**src/rtl/ahbs_pkg.sv**
```systemverilog
package ahbs_pkg;

  typedef enum logic [1:0] {
    TR_IDLE = 2'b00,
    TR_BUSY = 2'b01,
    TR_NSEQ = 2'b10,
    TR_SEQ  = 2'b11
  } trans_e;

  // Byte lanes touched by a transfer of the given size at the given offset
  function automatic logic [3:0] lane_mask(input logic [2:0] sz, input logic [1:0] lo);
    case (sz)
      3'd0:    return 4'b0001 << lo;
      3'd1:    return lo[1] ? 4'b1100 : 4'b0011;
      default: return 4'b1111;
    endcase
  endfunction

endpackage

```
**src/rtl/ahbs_phase.sv**
```systemverilog
module ahbs_phase
  import ahbs_pkg::*;
#(
  parameter int ADDR_W = 16,
  parameter int DEPTH  = 64,
  parameter int WAITS  = 1
) (
  input  logic                     clk,
  input  logic                     rst,
  input  logic                     sel,
  input  logic [1:0]               trans,
  input  logic                     write,
  input  logic [2:0]               size,
  input  logic [ADDR_W-1:0]        addr,
  output logic                     ready,
  output logic                     resp,
  output logic                     mem_we,
  output logic [$clog2(DEPTH)-1:0] mem_waddr,
  output logic [3:0]               mem_wmask,
  output logic                     mem_re,
  output logic [$clog2(DEPTH)-1:0] mem_raddr
);
  localparam int IDX_W = $clog2(DEPTH);
  localparam int CNT_W = (WAITS < 2) ? 1 : $clog2(WAITS + 1);
  localparam int LAST  = (WAITS > 0) ? WAITS - 1 : 0;

  trans_e           tr;
  logic             accept, bad_range, bad_size, bad_now;
  logic             pend_v, pend_w, pend_err;
  logic [IDX_W-1:0] pend_idx;
  logic [3:0]       pend_mask;
  logic [CNT_W-1:0] cnt;

  assign tr        = trans_e'(trans);
  assign accept    = sel && ready && (tr == TR_NSEQ || tr == TR_SEQ);
  assign bad_range = addr[ADDR_W-1:2] >= (ADDR_W-2)'(DEPTH);
  assign bad_size  = size > 3'd2;
  assign bad_now   = bad_range | bad_size;

  always_ff @(posedge clk) begin
    if (rst) begin
      pend_v    <= 1'b0;
      pend_w    <= 1'b0;
      pend_err  <= 1'b0;
      pend_idx  <= '0;
      pend_mask <= '0;
      cnt       <= '0;
      ready     <= 1'b1;
      resp      <= 1'b0;
    end else if (accept) begin
      pend_v    <= 1'b1;
      pend_w    <= write;
      pend_err  <= bad_now;
      pend_idx  <= addr[IDX_W+1:2];
      pend_mask <= lane_mask(size, addr[1:0]);
      cnt       <= CNT_W'(LAST);
      if (bad_now) begin
        ready <= 1'b0;
        resp  <= 1'b1;
      end else begin
        ready <= (WAITS == 0);
        resp  <= 1'b0;
      end
    end else if (ready) begin
      pend_v <= 1'b0;
      resp   <= 1'b0;
    end else if (pend_err) begin
      ready <= 1'b1;
    end else if (cnt == '0) begin
      ready <= 1'b1;
    end else begin
      cnt <= cnt - 1'b1;
    end
  end

  assign mem_we    = pend_v && ready && pend_w && !pend_err;
  assign mem_waddr = pend_idx;
  assign mem_wmask = pend_mask;
  assign mem_re    = accept && !write;
  assign mem_raddr = addr[IDX_W+1:2];

  // Checker state: length of the current run of OKAY wait cycles
  logic [CNT_W:0] low_run;
  always_ff @(posedge clk) begin
    if (rst) low_run <= '0;
    else     low_run <= (!ready && !resp) ? low_run + 1'b1 : '0;
  end


  wait_bound_chk: assert property (@(posedge clk) disable iff (rst)
    low_run <= (CNT_W+1)'(WAITS));

  err_second_chk: assert property (@(posedge clk) disable iff (rst)
    (resp && !ready) |=> (resp && ready));

  idle_okay_chk: assert property (@(posedge clk) disable iff (rst)
    (ready && !accept) |=> (ready && !resp));

  stall_hold_chk: assert property (@(posedge clk) disable iff (rst)
    !ready |=> $stable(pend_idx) && $stable(pend_w));

  ok_noerr_chk: assert property (@(posedge clk) disable iff (rst)
    (accept && !bad_now) |=> !resp);
endmodule

```
**src/rtl/ahbs_mem.sv**
```systemverilog
module ahbs_mem #(
  parameter int DEPTH = 64
) (
  input  logic                     clk,
  input  logic                     rst,
  input  logic                     we,
  input  logic [3:0]               wmask,
  input  logic [$clog2(DEPTH)-1:0] waddr,
  input  logic [31:0]              wdata,
  input  logic                     re,
  input  logic [$clog2(DEPTH)-1:0] raddr,
  output logic [31:0]              rdata
);
  localparam int LANES = 4;

  for (genvar g = 0; g < LANES; g++) begin : g_lane
    logic [7:0] store [DEPTH];
    logic [7:0] rd_q, byp_d;
    logic       byp;

    always_ff @(posedge clk) begin
      if (we && wmask[g]) store[waddr] <= wdata[8*g +: 8];
    end

    always_ff @(posedge clk) begin
      if (re) begin
        rd_q  <= store[raddr];
        byp   <= we && wmask[g] && (waddr == raddr);
        byp_d <= wdata[8*g +: 8];
      end
    end

    assign rdata[8*g +: 8] = byp ? byp_d : rd_q;
  end


  wmask_live_chk: assert property (@(posedge clk) disable iff (rst)
    we |-> (wmask != 4'b0000));
endmodule

```
**src/rtl/pipe_slave.sv**
```systemverilog
module pipe_slave #(
  parameter int ADDR_W = 16,
  parameter int DEPTH  = 64,
  parameter int WAITS  = 1
) (
  input  logic              clk,
  input  logic              rst,
  input  logic              sel,
  input  logic [1:0]        trans,
  input  logic              write,
  input  logic [2:0]        size,
  input  logic [ADDR_W-1:0] addr,
  input  logic [31:0]       wdata,
  output logic [31:0]       rdata,
  output logic              ready,
  output logic              resp
);
  localparam int IDX_W = $clog2(DEPTH);

  logic             mem_we, mem_re;
  logic [3:0]       mem_wmask;
  logic [IDX_W-1:0] mem_waddr, mem_raddr;

  ahbs_phase #(.ADDR_W(ADDR_W), .DEPTH(DEPTH), .WAITS(WAITS)) u_phase (
    .clk(clk), .rst(rst), .sel(sel), .trans(trans), .write(write),
    .size(size), .addr(addr), .ready(ready), .resp(resp),
    .mem_we(mem_we), .mem_waddr(mem_waddr), .mem_wmask(mem_wmask),
    .mem_re(mem_re), .mem_raddr(mem_raddr)
  );

  ahbs_mem #(.DEPTH(DEPTH)) u_mem (
    .clk(clk), .rst(rst), .we(mem_we), .wmask(mem_wmask), .waddr(mem_waddr),
    .wdata(wdata), .re(mem_re), .raddr(mem_raddr), .rdata(rdata)
  );
endmodule

```
**config.mk**
```make
export PLATFORM = sky130hd
export DESIGN_NAME = pipe_slave
export DESIGN_NICKNAME = d
export VERILOG_FILES = /design/src/rtl/ahbs_pkg.sv /design/src/rtl/ahbs_phase.sv /design/src/rtl/ahbs_mem.sv /design/src/rtl/pipe_slave.sv
export SDC_FILE = /design/constraint.sdc
export NUM_CORES = 2
export LEC_CHECK = 0
export BUFFER_PORTS_ARGS = -buffer_cell sky130_fd_sc_hd__buf_2
export CAP_MARGIN = 30
export CORE_ASPECT_RATIO = 1.75
export CORE_MARGIN = 2
export CORE_UTILIZATION = 45
export CTS_BUF_LIST = sky130_fd_sc_hd__clkbuf_8 sky130_fd_sc_hd__clkbuf_16
export DETAILED_ROUTE_END_ITERATION = 7
export REMOVE_ABC_BUFFERS = 1
export SETUP_SLACK_MARGIN = 0.4
export SYNTH_ARGS = -nofsm -noshare
export SYNTH_HDL_FRONTEND = slang
export SYNTH_SLANG_ARGS = --single-unit
```
**constraint.sdc**
```tcl
create_clock -name clk -period 8.53 [get_ports clk]
set_input_delay 0.853 -clock clk [delete_from_list [all_inputs] [get_ports clk]]
set_output_delay 0.853 -clock clk [all_outputs]
set_load 0.05 [all_outputs]
```
==> results.md <==
- Setup crit start kind: flop
- Pin count of the biggest net entering global routing: roughly 110
- CTS Root Cell: clkbuf_16
- Setup TNS: 0 ns
- Initial Util: 0.452
- CP Data Required Time: 8.97 ns
- Clock Skews: between 0.04 and 0.05 ns
- Worst-margin pin slew: roughly 1.1 ns
- Post-route cell area: 91,000 um^2
- Met2 WL: 116,000 um
- Worst hold-check path type: in -> reg
- Die Y: 569 um
- First-pass GRT wire length: 309,000 um
- Area of the die: 186,000 um^2
- Number of max-cap violations: 0
- Port buffer count: 89
- Worst path cell trace: nor3b_1 -> nand2_1 -> nor2_1
- Num CTS Buffers: around 190
- Mapped cell area: 82,000 um^2
- Hold buffer count at cts: 0
- Highest metal used: met5
- Routed WL per cell: 33.8 um
- Final-report setup violation count: 0
- RePlAce Congestion: 0.830
- Slew margin rel.: 0.241
- Worst IR drop on VDD: 0.162 mV
- Detailed-route DRC error count: 0
- WS Path Type: reg -> reg
- Cell count after synthesis: 3,849
- Final HPWL DP: 141,000 um
- Via count: between 30,000 and 40,000
- RSZ-0062 raised after global routing: false
- Yosys synthesis warning count: 0
- Clk pin slew, worst setup/hold paths: 0.07 ns
- Synth-to-Final Area Change: 11.1%
- Worst path max stage delay: between 1 and 1.5 ns
- CTS max path bufs: 4
- Setup Fix Bufs, Post-CTS: 0
- Vias per cell: 6.04
- Final Hold Fails: 0
- Part of the cycle the worst path needs: 0.435
- Power Dens Cells: 223 nW/um^2
- Clock sink count: around 2,100
- Pre-Repair DR Iteration Count: 8
- Share of cells above drive strength 1: 0.243
- Worst r2r src: u_phase.mem_waddr[2]
- Number of synthesized flops with an enable pin: 2,116
- Seq/Total Area, Yosys: 0.779
- I/O Pins: 91
- Average size of a mapped cell: 21.3 um^2
- Post-place instance area: 85,500 um^2
- Vias in the first global route: 40,500
- Remaining Overflow, GRT: 0
- Metal-1 WL: 78,900 um
- Width of the die: 327 um
- Nets@finish: 4,060
- Dominant synthesized flop cell: edfxtp_1
- Antenna-violating nets left: 0
- Max Transition Viols Final: 0
- Worst-skew pair later-pin latency: roughly 0.84 ns
- Initial antenna violation count: 5
- Post-CTS resize count: 0
- Post-synthesis cell type count: 50
- Hold slack: 0.316 ns
- Met3 WL: around 13,000 um
- CP Launch Point: u_phase.mem_waddr[2]
- Arr. time, crit path: 4.15 ns
- Leak: roughly 28 nW
- Status: complete, no violations
- Starting DRT DRC Count: about 4,500
- CTS tree: built
- Slowest cell on the critical path: nor2_1
- Core ar.: 181,000 um^2
- Synth async-reset ratio: 0
- #FFs+latches synth: about 2,100
- Beginning of the worst hold path: write
- Number of fill cells: 14,500
- Setup crit end kind: flop
- Row cnt: 207
- Fmax: 0.270 GHz
- Maximum fanout along the worst path: 10
- Min Clock Period, post-route: 3.71 ns
- Global Route Usage Sum: 0.238
- Final WL: around 220,000 um
- H-tree Lvls: 4
## area by class of cell
cell class / instances / area [um^2] / area share
Multi-Input combinational cell: 1479 / 17000 / 0.187
Clock buffer: 189 / 4730 / 0.0519
Timing Repair Buffer: 203 / 1750 / 0.0192
Sequential cell: 2131 / 63800 / 0.701
Inverter: 2 / 7.51 / 0.0000825
Clock inverter: 134 / 704 / 0.00774
Antenna cell: 7 / 17.5 / 0.000192
Tap cell: 2403 / 3010 / 0.0330
## registers in the layout, summed over array words and instances, names as in the netlist
register and cells:
u_phase.pend_w 1, u_phase.resp 1, u_mem.g_lane.byp_d 32, u_phase.ready 1, u_phase.mem_waddr 6, u_phase.pend_v 1, u_mem.g_lane.byp 4, u_mem.g_lane.store 2048
u_mem.g_lane.rd_q 32, u_phase.pend_err 1, u_phase.mem_wmask 4
## metrics by stage
| stage | instances | setup slack (ns) | utilization | total power, W |
|---|---|---|---|---|
| after global routing | 6542 | 4.82 | 0.502 | 0.0208 |
| final | 6548 | 4.82 | 0.502 | 0.0203 |
| after floorplan | 3612 | 4.00 | - | 0.0122 |
| after CTS | 6533 | 4.93 | 0.501 | 0.0205 |
| after global placement | 6170 | 4.10 | 0.468 | 0.0127 |
| after detailed placement | 6210 | 4.04 | 0.471 | 0.0128 |
## critical path: cells and delay by family (launching register included)
family        cells  cell delay, ns
flops             1            0.50
simple gates      3            2.81
## layout by cell type, fill, tap and decap left out, drive strengths merged, types with 3 or more instances in the layout
| cell | instances |
|---|---|
| a2111oi | 5 |
| a211oi | 30 |
| a21oi | 13 |
| a22oi | 61 |
| and3 | 33 |
| and3b | 3 |
| buf | 199 |
| bufinv | 4 |
| clkbuf | 193 |
| clkinv | 81 |
| clkinvlp | 3 |
| dfxtp | 15 |
| diode | 7 |
| edfxtp | 2116 |
| inv | 48 |
| mux2 | 40 |
| mux2i | 14 |
| mux4 | 509 |
| nand2 | 162 |
| nand2b | 14 |
| nand3 | 64 |
| nand4 | 60 |
| nor2 | 275 |
| nor2b | 36 |
| nor3 | 5 |
| nor3b | 6 |
| nor4 | 3 |
| o21ai | 5 |
| o221ai | 57 |
| o22ai | 58 |
| xor2 | 4 |
## kinds of logic (layout without fill, tap and decap cells)
group                     Yosys count  in the layout  synth area share
and+or+nand+nor                   669            669            0.0369
DFF                              2131           2131             0.779
xor gates and xnor gates            6              6          0.000641
other                               0              7                 0
muxes                             563            563             0.147
AOI/OAI and AO/OA                 241            241            0.0220
buffers and inverters             239            528            0.0147
## worst paths after layout
path	to	slack, ns	cells past startpoint
setup / recovery	u_mem.g_lane[2].store[28][3]	4.82	3
setup reg to reg	u_mem.g_lane[2].store[28][3]	4.82	3
hold reg to reg	u_phase.pend_err	0.45	2
hold / removal	u_phase.pend_w	0.32	3
## power breakdown
| group | leakage (nW) | switching [W] | internal, W |
|---|---|---|---|
| registers | 19.1 | 0.0000108 | 0.0115 |
| clock network | 2.85 | 0.00368 | 0.00413 |
| logic | 5.68 | 0.000664 | 0.000342 |
| total | 27.7 | 0.00435 | 0.0160 |
## synthesized netlist by cell type, drive strengths merged, types with 6 or more instances
| cell | instances | area share |
|---|---|---|
| mux2i | 14 | 0.0017 |
| dfxtp | 15 | 0.0037 |
| edfxtp | 2116 | 0.78 |
| o221ai | 57 | 0.0061 |
| nor2b | 36 | 0.0027 |
| nand2b | 14 | 0.0011 |
| a22oi | 61 | 0.0056 |
| nand2 | 162 | 0.0074 |
| a21oi | 13 | 0.00079 |
| o22ai | 58 | 0.0044 |
| nand4 | 60 | 0.0046 |
| and3 | 33 | 0.0025 |
| nand3 | 64 | 0.0039 |
| mux4 | 509 | 0.14 |
| a211oi | 30 | 0.0027 |
| mux2 | 40 | 0.0055 |
| nor3b | 6 | 0.00055 |
| buf | 125 | 0.0094 |
| clkbuf | 112 | 0.0051 |
| nor2 | 275 | 0.013 |
## per-layer routing
layer	global-route usage	vias up
met5	0	-
met4	0.130	6
met3	0.0347	424
met2	0.415	1547
met1	0.285	21300
li1	-	16300
Power figures use the tool's default switching activity.
